### config.mk
export PLATFORM = sky130hd
export DESIGN_NAME = gpio_port_ctrl
export DESIGN_NICKNAME = d
export VERILOG_FILES = /design/src/rtl/gpio_port_pkg.sv /design/src/rtl/gpio_pin_sync.sv /design/src/rtl/gpio_ctrl_regs.sv /design/src/rtl/gpio_port_view.sv /design/src/rtl/gpio_port_ctrl.sv
export SDC_FILE = /design/constraint.sdc
export NUM_CORES = 1
export LEC_CHECK = 0
export BUFFER_PORTS_ARGS = -buffer_cell sky130_fd_sc_hd__buf_2
export CELL_PAD_IN_SITES_DETAIL_PLACEMENT = 1
export CELL_PAD_IN_SITES_GLOBAL_PLACEMENT = 2
export CORE_ASPECT_RATIO = 2
export CORE_MARGIN = 1.5
export CORE_UTILIZATION = 28
export DETAILED_ROUTE_END_ITERATION = 8
export PLACE_DENSITY = 0.72
export SYNTH_ARGS = -nofsm -noshare
export SYNTH_HDL_FRONTEND = slang
export SYNTH_HIERARCHICAL = 1
export SYNTH_SLANG_ARGS = --single-unit
### constraint.sdc
create_clock -name clk -period 1.2 [get_ports clk]
set_input_delay 0.24 -clock clk [delete_from_list [all_inputs] [get_ports clk]]
set_output_delay 0.24 -clock clk [all_outputs]
set_load 0.05 [all_outputs]
### src/rtl/gpio_port_pkg.sv
// Package: shared constants, select encoding and mask helper for the GPIO port.
// Assumes registers are REG_W bits wide and pins occupy the low bits.
package gpio_port_pkg;

    localparam int REG_W = 8;

    // Register select codes on the bus
    typedef enum logic [1:0] {
        SEL_DATA = 2'd0,
        SEL_DIR  = 2'd1,
        SEL_PORT = 2'd2,
        SEL_NONE = 2'd3
    } gpio_sel_e;

    // Mask of implemented pin bits; reduced build drops the top two pins
    function automatic logic [REG_W-1:0] impl_mask(input int num_pins, input bit reduced);
        logic [REG_W-1:0] m;
        m = '0;
        for (int i = 0; i < num_pins; i++) begin
            if (!(reduced && (i >= num_pins - 2))) m[i] = 1'b1;
        end
        return m;
    endfunction

endpackage

### src/rtl/gpio_pin_sync.sv
// Module: multi-stage synchronizer for the pin inputs.
// Assumes each bit is treated independently; no bus coherence is implied.
// Reset clears every stage to 0.
module gpio_pin_sync #(
    parameter int W      = 6,
    parameter int STAGES = 2
) (
    input  logic         clk,
    input  logic         rst_n,
    input  logic [W-1:0] async_in,
    output logic [W-1:0] sync_out
);

    logic [STAGES-1:0][W-1:0] stage_q;

    genvar s;
    generate
        for (s = 0; s < STAGES; s++) begin : g_stage
            if (s == 0) begin : g_first
                // First stage: capture the raw pin level
                always_ff @(posedge clk) begin
                    if (!rst_n) stage_q[0] <= '0;
                    else        stage_q[0] <= async_in;
                end
            end else begin : g_next
                // Later stages: shift the previous stage along
                always_ff @(posedge clk) begin
                    if (!rst_n) stage_q[s] <= '0;
                    else        stage_q[s] <= stage_q[s-1];
                end
            end
        end
    endgenerate

    assign sync_out = stage_q[STAGES-1];

endmodule

### src/rtl/gpio_ctrl_regs.sv
// Module: output data and direction registers, one flop pair per implemented bit.
// Assumes hardware standby has priority over software standby and writes.
// Reserved bits (mask bit 0) have no storage and read as 0.
module gpio_ctrl_regs #(
    parameter int           W         = 6,
    parameter logic [W-1:0] IMPL_MASK = '1
) (
    input  logic         clk,
    input  logic         rst_n,
    input  logic         hw_stby,
    input  logic         sw_stby,
    input  logic         data_we,
    input  logic         dir_we,
    input  logic [W-1:0] wdata,
    output logic [W-1:0] data_q,
    output logic [W-1:0] dir_q
);

    logic unused_rsvd_wdata;

    genvar i;
    generate
        for (i = 0; i < W; i++) begin : g_bit
            if (IMPL_MASK[i]) begin : g_impl
                logic data_bit;
                logic dir_bit;

                // Data bit: clear on reset or hw standby, hold in sw standby
                always_ff @(posedge clk) begin
                    if (!rst_n)                   data_bit <= 1'b0;
                    else if (hw_stby)             data_bit <= 1'b0;
                    else if (!sw_stby && data_we) data_bit <= wdata[i];
                end

                // Direction bit: same clear and hold rules as the data bit
                always_ff @(posedge clk) begin
                    if (!rst_n)                  dir_bit <= 1'b0;
                    else if (hw_stby)            dir_bit <= 1'b0;
                    else if (!sw_stby && dir_we) dir_bit <= wdata[i];
                end

                assign data_q[i] = data_bit;
                assign dir_q[i]  = dir_bit;
            end else begin : g_rsvd
                assign data_q[i] = 1'b0;
                assign dir_q[i]  = 1'b0;
            end
        end
    endgenerate

    assign unused_rsvd_wdata = ^(wdata & ~IMPL_MASK);

endmodule

### src/rtl/gpio_port_view.sv
// Module: port register view, a per-bit mix of latched output and synced pin.
// Assumes pin_sync is already synchronous to clk. During software standby the
// view returned is the one captured at the last edge before standby.
module gpio_port_view #(
    parameter int           W         = 6,
    parameter logic [W-1:0] IMPL_MASK = '1
) (
    input  logic         clk,
    input  logic         rst_n,
    input  logic         sw_stby,
    input  logic [W-1:0] dir_q,
    input  logic [W-1:0] data_q,
    input  logic [W-1:0] pin_sync,
    output logic [W-1:0] view
);

    logic [W-1:0] live;
    logic [W-1:0] held_q;

    // Per-bit source choice: output pins show data, input pins show the pin
    always_comb begin
        for (int b = 0; b < W; b++) begin
            live[b] = IMPL_MASK[b] & (dir_q[b] ? data_q[b] : pin_sync[b]);
        end
    end

    // Snapshot register: follows the live view except in software standby
    always_ff @(posedge clk) begin
        if (!rst_n)        held_q <= '0;
        else if (!sw_stby) held_q <= live;
    end

    // Output selection: frozen snapshot in standby, live view otherwise
    always_comb begin
        view = sw_stby ? held_q : live;
    end

endmodule

### src/rtl/gpio_port_ctrl.sv
// Module: top of the six-pin GPIO port controller.
// Decodes the register bus, holds data and direction registers, synchronizes
// the pins and returns combinational read data in the cycle of rd_en.
// Assumes wr_en and rd_en are not both used to reach a register in one cycle.
module gpio_port_ctrl
    import gpio_port_pkg::*;
#(
    parameter int NUM_PINS    = 6,
    parameter bit REDUCED     = 1'b0,
    parameter int SYNC_STAGES = 2
) (
    input  logic                clk,
    input  logic                rst_n,
    input  logic                hw_stby,
    input  logic                sw_stby,
    input  logic [1:0]          reg_sel,
    input  logic                wr_en,
    input  logic                rd_en,
    input  logic [7:0]          wr_data,
    output logic [7:0]          rd_data,
    input  logic [NUM_PINS-1:0] pin_in,
    output logic [NUM_PINS-1:0] pin_oe,
    output logic [NUM_PINS-1:0] pin_out
);

    localparam int                 RSVD_W = REG_W - NUM_PINS;
    localparam logic [REG_W-1:0]   MASK_W = impl_mask(NUM_PINS, REDUCED);
    localparam logic [NUM_PINS-1:0] MASK  = MASK_W[NUM_PINS-1:0];

    gpio_sel_e           sel;
    logic                data_we;
    logic                dir_we;
    logic [NUM_PINS-1:0] data_q;
    logic [NUM_PINS-1:0] dir_q;
    logic [NUM_PINS-1:0] pin_sync;
    logic [NUM_PINS-1:0] view;
    logic [NUM_PINS-1:0] rd_field;
    logic                unused_rsvd_bus;

    // Bus decode: map select code to a write strobe per register
    always_comb begin
        sel     = gpio_sel_e'(reg_sel);
        data_we = wr_en && (sel == SEL_DATA);
        dir_we  = wr_en && (sel == SEL_DIR);
    end

    gpio_ctrl_regs #(
        .W         (NUM_PINS),
        .IMPL_MASK (MASK)
    ) u_regs (
        .clk     (clk),
        .rst_n   (rst_n),
        .hw_stby (hw_stby),
        .sw_stby (sw_stby),
        .data_we (data_we),
        .dir_we  (dir_we),
        .wdata   (wr_data[NUM_PINS-1:0]),
        .data_q  (data_q),
        .dir_q   (dir_q)
    );

    gpio_pin_sync #(
        .W      (NUM_PINS),
        .STAGES (SYNC_STAGES)
    ) u_sync (
        .clk      (clk),
        .rst_n    (rst_n),
        .async_in (pin_in),
        .sync_out (pin_sync)
    );

    gpio_port_view #(
        .W         (NUM_PINS),
        .IMPL_MASK (MASK)
    ) u_view (
        .clk      (clk),
        .rst_n    (rst_n),
        .sw_stby  (sw_stby),
        .dir_q    (dir_q),
        .data_q   (data_q),
        .pin_sync (pin_sync),
        .view     (view)
    );

    // Read mux: choose the addressed register, zero when not reading
    always_comb begin
        rd_field = '0;
        if (rd_en) begin
            case (sel)
                SEL_DATA: rd_field = data_q;
                SEL_DIR:  rd_field = dir_q;
                SEL_PORT: rd_field = view;
                default:  rd_field = '0;
            endcase
        end
        rd_data = {{RSVD_W{1'b0}}, rd_field};
    end

    // Pin drive: direction gives the enable, data gives the level
    always_comb begin
        pin_oe  = dir_q;
        pin_out = data_q;
    end

    assign unused_rsvd_bus = ^wr_data[REG_W-1:NUM_PINS];

endmodule

==> Yosys cells after proc, flatten, opt, wreduce, memory -nomap -nowiden <==
Index checks and enable logic that the tools add are counted.
W data, S select, Z words.
{ "totals": {"reg_bits": 30, "in_bits": 22, "output_inout_bits": 20, "elab_cells": 34} }
{ "op_classes": {"n_eq_ne": 2, "n_mux": 9, "n_bitwise": 1, "reduce_logical": 7} }
{ "op_table": {"columns": ["operator", "count"], "rows": [
  ["$pmux W6 S3", 1],
  ["$mux W6", 2],
  ["$mux W1", 6],
  ["$logic_and A1 B1 Y1", 4],
  ["$eq A2 B1 Y1 const B", 1],
  ["$eq A2 B2 Y1 const B", 1],
  ["$logic_not A2 Y1", 1],
  ["$reduce_or A2 Y1", 1],
  ["$logic_not A1 Y1", 1],
  ["$not A1 Y1", 1]
]} }

==> Depth between registers and ports, before layout <==
Gate-level depths: netlist of the first run.
{ "logic_depth": {"word_depth": 4, "depth_mapped": 7, "ltp_nobuf": 5} }

==> Modules after synthesis <==
Netlist of the first run, hierarchy kept.
{ "modules_own_cells": {"columns": ["mod", "instances", "cells_per_inst", "area_per_inst_um2", "seq_area_each_um2"], "rows": [
  ["gpio_ctrl_regs", 1, 54, 555.5, 240.2],
  ["gpio_pin_sync", 1, 31, 381.6, 240.2],
  ["gpio_port_view", 1, 33, 331.6, 120.1],
  ["gpio_port_ctrl", 1, 32, 249.0, 0.0]
]} }

==> Worst setup path before layout of the first run <==
No wires, ideal clock.
{ "synth_path": {"kind": "register to output", "start": "register u_regs.g_bit[0].g_impl.dir_bit", "end": "output port rd_data[0]", "arrival_time_ns": 1.395, "required_time_ns": 0.960, "path_slack_ns": -0.435, "path_stages_with_launch": 7, "n_path_buf": 1, "path_cell_list": "dfxtp_1 buf_4 mux2i_1 a21oi_1 mux2i_1 o21ai_0 and2_1"} }
{ "synth_via": {"elab_chain_cells": 4} }
{ "synth_rtl": {"columns": ["element", "line", "rtl"], "rows": [
  ["start: declaration", "gpio_ctrl_regs.sv:26", "logic dir_bit;"],
  ["start signal: assignment", "gpio_ctrl_regs.sv:39", "else if (!sw_stby && dir_we) dir_bit <= wdata[i];"],
  ["$mux W1", "gpio_port_view.sv:23", "live[b] = IMPL_MASK[b] & (dir_q[b] ? data_q[b] : pin_sync[b]);"],
  ["$mux W6", null, null],
  ["via view[0]", "gpio_port_ctrl.sv:36", "logic [NUM_PINS-1:0] view;"],
  ["$pmux W6 S3", "gpio_port_ctrl.sv:89", "case (sel)"],
  ["$mux W6", "gpio_port_ctrl.sv:88", "if (rd_en) begin"],
  ["end: declaration", "gpio_port_ctrl.sv:20", "output logic [7:0] rd_data,"]
]} }
The timed path passes the listed nets, and every way through them passes these cells.

==> Worst setup path after layout of the first run <==
{ "layout_path": {"start": "register u_regs.g_bit[5].g_impl.dir_bit", "end": "output port rd_data[5]"} }
{ "layout_via": {"elab_chain_cells": 4} }
{ "layout_rtl": {"columns": ["element", "line"], "rows": [
  ["start: declaration", "gpio_ctrl_regs.sv:26"],
  ["start signal: assignment", "gpio_ctrl_regs.sv:39"],
  ["$mux W1", "gpio_port_view.sv:23"],
  ["$mux W6", null],
  ["via view[5]", "gpio_port_ctrl.sv:36"],
  ["$pmux W6 S3", "gpio_port_ctrl.sv:89"],
  ["$mux W6", "gpio_port_ctrl.sv:88"]
]} }
The timed path passes the listed nets, and every way through them passes these cells.

==> results of run 1 <==
## final cells by class
class	count	area (um2)
sequential	30	609
clock inverter	2	12.5
inverter	2	7.51
timing repair buffer	69	558
multi-input combinational	91	717
fill	592	3130
tap	58	72.6
clock buffer	6	82.6
## cells by family (layout without fill, tap and decap cells)
| kind of cell | after synthesis | count (layout) |
|---|---|---|
| AOI/OAI and AO/OA | 18 | 18 |
| buffers and inverters | 30 | 79 |
| DFF | 30 | 30 |
| muxes | 24 | 24 |
| other | 1 | 2 |
| and+or+nand+nor | 47 | 47 |
## repair_timing
item | 4_1_cts | 5_1_grt
setup endpoints to repair | 18 | 14
hold buffers | 0 | 0
resized for setup | 31 | 10
buffers inserted | 5 | 4
pin swaps | 1 | 3
## flip-flops by register name, summed over array words and instances (netlist names)
name                          count
u_sync/stage_q                    6
u_view/held_q                     6
u_sync/sync_out                   6
u_regs/g_bit.g_impl.data_bit      6
u_regs/g_bit.g_impl.dir_bit       6
## power by group through the flow
stage	registers [mW]	logic (mW)	clock network [mW]
final	1.04	0.315	0.826
after CTS	1.04	0.306	0.850
after floorplan	1.06	0.221	0
after global routing	1.04	0.341	0.902
after global placement	1.06	0.276	0
after detailed placement	1.06	0.288	0
## path summary, 6_finish.rpt
check	end	cells past startpoint	slack [ps]	from
max	rd_data[5]	6	-550	u_regs/g_bit[5].g_impl.dir_bit$_SDFFE_PP0P_
min	u_sync/stage_q[0]$_SDFF_PN0_	2	170	pin_in[0]
max reg2reg	u_view/held_q[2]$_SDFF_PN0_	5	60	u_regs/g_bit[2].g_impl.dir_bit$_SDFFE_PP0P_
min reg2reg	u_sync/sync_out[4]$_SDFF_PN0_	1	440	u_sync/stage_q[4]$_SDFF_PN0_
## synthesized netlist by cell type (2+ instances only)
| library cell | number |
|---|---|
| buf_4 | 20 |
| nand3b_1 | 6 |
| a21oi_1 | 6 |
| mux2i_1 | 24 |
| nor2b_1 | 6 |
| dfxtp_1 | 30 |
| a211oi_1 | 2 |
| a211oi_2 | 4 |
| o21ai_1 | 2 |
| nor2_1 | 12 |
| and2_2 | 8 |
| buf_6 | 4 |
| and2_1 | 10 |
| o21ai_0 | 4 |
| buf_8 | 2 |
## metrics by stage
| stage | utilization (%) | cells | worst slack (ps) | TNS (ps) |
|---|---|---|---|---|
| detailed placement | 34.1 | 243 | -378 | -3660 |
| finish | 39.7 | 258 | -546 | -3100 |
| global placement | 34.1 | 243 | -348 | -2980 |
| floorplan | - | 151 | -207 | -1570 |
| CTS | 38.2 | 254 | -523 | -3060 |
| global route | 39.7 | 258 | -638 | -3670 |
## per-layer routing
layer	vias up	part of all wire, %	global-route usage, %	wire length, um
li1	573	-	-	-
met1	560	35	13.3	1250
met2	30	59	25.1	2130
met3	6	4.3	3.48	156
met4	0	1.8	5.23	65
met5	-	0	0	0
==> impl_results.md, run 1 <==
* Sequential share of the synthesized area at 39.6%
* Remaining global-route overflow at 0
* Post-synth top flop: dfxtp_1
* Initial DRC count at 2
* Final setup viols at 7
* Unrepaired setup endpoints after global routing: true
* Detailed Place HPWL at ~2800 um
* Comb pwr share at about 14%
* Synth Area in XOR/XNOR at 0%
* Flop pwr share at 47.7%
* Max-slew violation count at 0
* CP startpoint kind: flip-flop
* Hold_ws at 173 ps
* Overall die width at between 50 and 60 um
* CP cell instances: mux2i_2 -> a21oi_1 -> mux2i_1 -> o21ai_1 -> and2_4 -> buf_6
* Maximum fanout along the worst path at 2
* Failing checks: setup timing
* WL per Instance at 14.0 um
* Vias in the first global route at 1242
* Final worst setup slack at -546 ps
* Crit end category: output pin
* CP Buf/Inv Count at 1
* Drt first pass iters at 3
* Yosys warnings at 6
* Min-Delay Path Class: input port to flip-flop
* Synth Area in Compound Gates at 8.24%
* Initial core utilization at 29.3%
* Synth unique cells at 25
* PwrDens at between 1000 and 1500 nW/um2
* Initial antenna violation count at 0
* Clock Path Buffers at 2
* LEAKAGE at 0.921 nW
* Nets at about 220
* Post-route cell area at 2060 um2
* Synth Cell Area at 1520 um2
* CP top delay family: multiplexers
* Antenna cell count at 0
* I/O pin cnt at between 40 and 50
* CTS Buf Count at 5
* Slowest stage delay, CP at 350 ps
* # port buffers at 37
* Async set-reset flop share out of synthesis at 0%
* GP Congestion at 0.691
* Critical Setup Path Class: flip-flop to output pin
* Area leader, netlist: dfxtp_1
* Total power at 2.18 mW
* Skew final at 6.66 ps
* Worst EP required at 960 ps
* All-Layer GR Usage at 13.6%
* CP max stage cell: dfxtp_2
* Register bit total from synthesis at 30
* P&R area growth vs syn at 35.7%
* CP arrival at 1510 ps
* Syn avg cell area at 10.1 um2
* Final Hold Fails at 0
* Proportion of layout cells with a drive suffix above 1 at 56.5%
* WL final at 3600 um
* Worst vdd ir at 0.702 mV
* Fmax at 0.573 GHz
* Post-synthesis mux area share at around 16%
* TritonCTS clock tree: done
* Pint at between 1.5 and 2 mW
* Sink Count at 30
* Reg clk slew, reported paths at 70 ps
* NetSw at 0.541 mW
* Result of the run: finished with violations
* Clock period minus worst slack at 1750 ps
* Clk pwr share at 37.8%
* Final period util at 145%
* Placeable Area at 5180 um2
* Most frequent cells in the layout: buf_4 (31), dfxtp_1 (23), buf_2 (19)
* CTS root buffer: clkbuf_8
* Largest net degree at the start of global routing at 15
* Max_cap viols at 0
* Largest family of logic cells by synthesized area: simple AND/OR/NAND/NOR gates
* Via count at 1169
* Synth top area share at 39.6%
* Placed Area at about 1800 um2
* Commonest non-fill, non-tap cell in the layout: buf_4
* Die Height at 107 um
* Clk_lat worst skew at 280 ps
* Die area at 5900 um2
* Mapped Cells at 150
* Row Count at 37
* Synth Area in Simple Gates at about a fifth
* Post-synth EDFFs at 0
* H-tree depth at 2
* Global-route wire length before repair at 5760 um
* Switch share at 24.8%
* # DRC at 0
* Via density at approximately 4.5
* Adder-cell share of the synthesized area at 0%
* Ranking of synthesized cells by area: dfxtp_1 (40%), mux2i_1 (16%), buf_4 (9.9%), and2_1 (4.1%), and2_2 (4.0%)
* Final ANT Viol Nets at 0
No activity file was read; power rests on OpenSTA's default activity.
==> run 2, diff against run 1 <==
--- a/config.mk
+++ b/config.mk
@@ -13,6 +13,8 @@
 export CORE_UTILIZATION = 28
 export DETAILED_ROUTE_END_ITERATION = 8
 export PLACE_DENSITY = 0.72
+export SETUP_SLACK_MARGIN = 0.05
+export SLEW_MARGIN = 20
 export SYNTH_ARGS = -nofsm -noshare
 export SYNTH_HDL_FRONTEND = slang
 export SYNTH_HIERARCHICAL = 1
==> constraint.sdc (replaced) <==
create_clock -name clk -period 1.5 [get_ports clk]
set_input_delay 0.3 -clock clk [delete_from_list [all_inputs] [get_ports clk]]
set_output_delay 0.3 -clock clk [all_outputs]
set_load 0.05 [all_outputs]
==> run 2 against run 1 <==
Against the previous run:
- the run still ends with setup timing left
- critical path type unchanged
- total power shrank 13%
- critical path depth unchanged
- worst setup slack better by 250 ps
- wire length about the same
- final cell count is 1.6% higher
- sequential share of layout area is 0.43 points higher
==> impl_results.md, run 2 (synthesis results as in run 1) <==
* Result of the run: finished with violations (unchanged)
* Failing checks: setup timing (unchanged)
* Nets at 225 (was 221)
* Worst R2R Start: u_regs/g_bit[0].g_impl.dir_bit$_SDFFE_PP0P_ (was u_regs/g_bit[2].g_impl.dir_bit$_SDFFE_PP0P_)
* Comb pwr share at 13.5% (was 14.4%)
* CP startpoint kind: flip-flop (unchanged)
* Hold Crit Depth at 2 (unchanged)
* Die Height at 107 um (unchanged)
* Detailed Place HPWL at 2860 um (was 2820 um)
* Largest net degree at the start of global routing at 15 (unchanged)
* Proportion of layout cells with a drive suffix above 1 at 57.4% (was 56.5%)
* LEAKAGE at 0.934 nW (was 0.921 nW)
* Pint at 1.44 mW (was 1.64 mW)
* WL final at 3600 um (about the same)
* Clk_lat worst skew at 290 ps (was 280 ps)
* CTS Buf Count at 5 (unchanged)
* Worst hold endpoint: u_sync/stage_q[0]$_SDFF_PN0_ (unchanged)
* P&R area growth vs syn at 33.5% (was 35.7%)
* Final period util at 120%
* NetSw at 0.463 mW (was 0.541 mW)
* H-tree depth at 2 (unchanged)
* Slowest stage delay, CP at 340 ps (was 350 ps)
* Worst vdd ir at 0.472 mV (was 0.702 mV)
* # DRC at 0 (unchanged)
* Final worst setup slack at -297 ps (was -546 ps)
* Commonest non-fill, non-tap cell in the layout: buf_4 (unchanged)
* TritonCTS clock tree: done (unchanged)
* FF-to-FF End: u_view/held_q[0]$_SDFF_PN0_ (was u_view/held_q[2]$_SDFF_PN0_)
* Final Non-Filler Cells at 262 (was 258)
* Antenna cell count at 0 (unchanged)
* Worst hold start: pin_in[0] (unchanged)
* Max-slew violation count at 0 (unchanged)
* Initial antenna violation count at 0 (unchanged)
* GP Congestion at 0.722 (was 0.691)
* PwrDens at 940 nW/um2 (was 1060 nW/um2)
* Via density at 4.49 (was 4.53)
* Vias in the first global route at 1269 (was 1242)
* Worst EP required at 1200 ps (was 960 ps)
* Final setup viols at 6 (was 7)
* CP arrival at 1500 ps (was 1510 ps)
* All-Layer GR Usage at 14.1% (was 13.6%)
* Drt first pass iters at 4 (was 3)
* Placed cell count at 244 (was 243)
* Layout fillers at 611 (was 592)
* Skew final at 2.12 ps (was 6.66 ps)
* Placeable Area at 5180 um2 (unchanged)
* Unrepaired setup endpoints after global routing: true (unchanged)
* Most frequent cells in the layout: buf_4 (35), buf_2 (31), dfxtp_1 (24) (was buf_4 (31), dfxtp_1 (23), buf_2 (19))
* Reg clk slew, reported paths at 70 ps (about the same)
* Overall die width at 55.1 um (unchanged)
* Final ANT Viol Nets at 0 (unchanged)
* Fmax at 0.557 GHz
* CP max stage cell: dfxtp_2 (unchanged)
* Min-Delay Path Class: input port to flip-flop (unchanged)
* Sink Count at 30 (unchanged)
* Crit end category: output pin (unchanged)
* Via count at 1176 (was 1169)
* Initial core utilization at 29.3% (unchanged)
* # port buffers at 37 (unchanged)
* CTS root buffer: clkbuf_8 (unchanged)
* Final Hold Fails at 0 (unchanged)
* Flop pwr share at 43.7% (was 47.7%)
* Row Count at 37 (unchanged)
* Max_cap viols at 0 (unchanged)
* Die area at 5900 um2 (unchanged)
* Maximum fanout along the worst path at 2 (unchanged)
* Clock Path Buffers at 2 (unchanged)
* Global-route wire length before repair at 5770 um (was 5760 um)
* Clk pwr share at 42.8% (was 37.8%)
* CP cell instances: mux2i_2 -> a21oi_2 -> mux2i_1 -> o21ai_1 -> and2_4 -> buf_6 (was mux2i_2 -> a21oi_1 -> mux2i_1 -> o21ai_1 -> and2_4 -> buf_6)
* Total power at 1.90 mW (was 2.18 mW)
* Critical Setup Path Class: flip-flop to output pin (unchanged)
* Remaining global-route overflow at 0 (unchanged)
* Clock period minus worst slack at 1800 ps
* Fin Setup TNS at -1600 ps (was -3100 ps)
* Initial DRC count at 9 (was 2)
* Worst R2R Setup Slack at 370 ps (was 60 ps)
* I/O pin cnt at 42 (unchanged)
* WL per Instance at 13.7 um (was 14.0 um)
* Switch share at 24.3% (was 24.8%)
* R2R cell count at 5 (unchanged)
## run 2: final cells by class
cell class | instances | area, um2 | area share, %
Sequential cell | 30 | 608 | 30.0
Multi-Input combinational cell | 91 | 714 | 35.3
Timing Repair Buffer | 73 | 509 | 25.1
Tap cell | 58 | 72.6 | 3.58
Inverter | 2 | 7.51 | 0.371
Clock buffer | 5 | 68.8 | 3.40
Clock inverter | 3 | 45.0 | 2.22
## run 2: worst max-delay path by stage
stage | startpoint | end | cells past startpoint
2_1_floorplan | u_regs/g_bit[0].g_impl.dir_bit$_SDFFE_PP0P_ | rd_data[0] | 6
3_3_place_gp | sw_stby | rd_data[3] | 7
3_5_place_dp | sw_stby | rd_data[3] | 7
4_1_cts | u_regs/g_bit[3].g_impl.dir_bit$_SDFFE_PP0P_ | rd_data[3] | 6
5_1_grt | u_regs/g_bit[3].g_impl.dir_bit$_SDFFE_PP0P_ | rd_data[3] | 6
6_report | u_regs/g_bit[3].g_impl.dir_bit$_SDFFE_PP0P_ | rd_data[3] | 6
## run 2: per-stage QoR
| stage | hold WS, ps | util, % | area, um2 | setup WS [ps] |
|---|---|---|---|---|
| final | 218 | 39.1 | 2030 | -297 |
| after global routing | 212 | 39.1 | 2030 | -418 |
| after CTS | 206 | 38.3 | 1990 | -322 |
| after detailed placement | 421 | 34.3 | 1780 | -227 |
| after global placement | 425 | 34.3 | 1780 | -164 |
| after floorplan | 412 | - | 1620 | 32.8 |
## run 2: power by group through the flow
stage / clock network [mW] / registers [mW] / logic, mW
floorplan: 0 / 0.847 / 0.175
global placement: 0 / 0.849 / 0.226
detailed placement: 0 / 0.850 / 0.234
CTS: 0.846 / 0.833 / 0.251
global route: 0.890 / 0.835 / 0.278
finish: 0.816 / 0.832 / 0.256
## run 2: per-layer routing
layer	track usage [%]	up-vias	wire (um)
met5	0	-	0
met4	8.01	0	103
met3	4.32	8	158
met2	26.0	30	2160
met1	12.0	556	1180
li1	-	582	-
## run 2: timing repair
item | CTS | global route
buffers inserted | 6 | 4
pin swaps | 0 | 3
hold buffers | 0 | 0
endpoints found under the hold margin | 0 | 0
endpoints found under the setup margin | 6 | 6
gates resized for setup | 15 | 2
## run 2: worst max-delay path, delay by kind of cell (launching register included)
family | cells | cell delay (ps)
simple gates | 1 | 140
flops | 1 | 340
mux | 2 | 410
compound gates | 2 | 170
buf+inv | 1 | 140
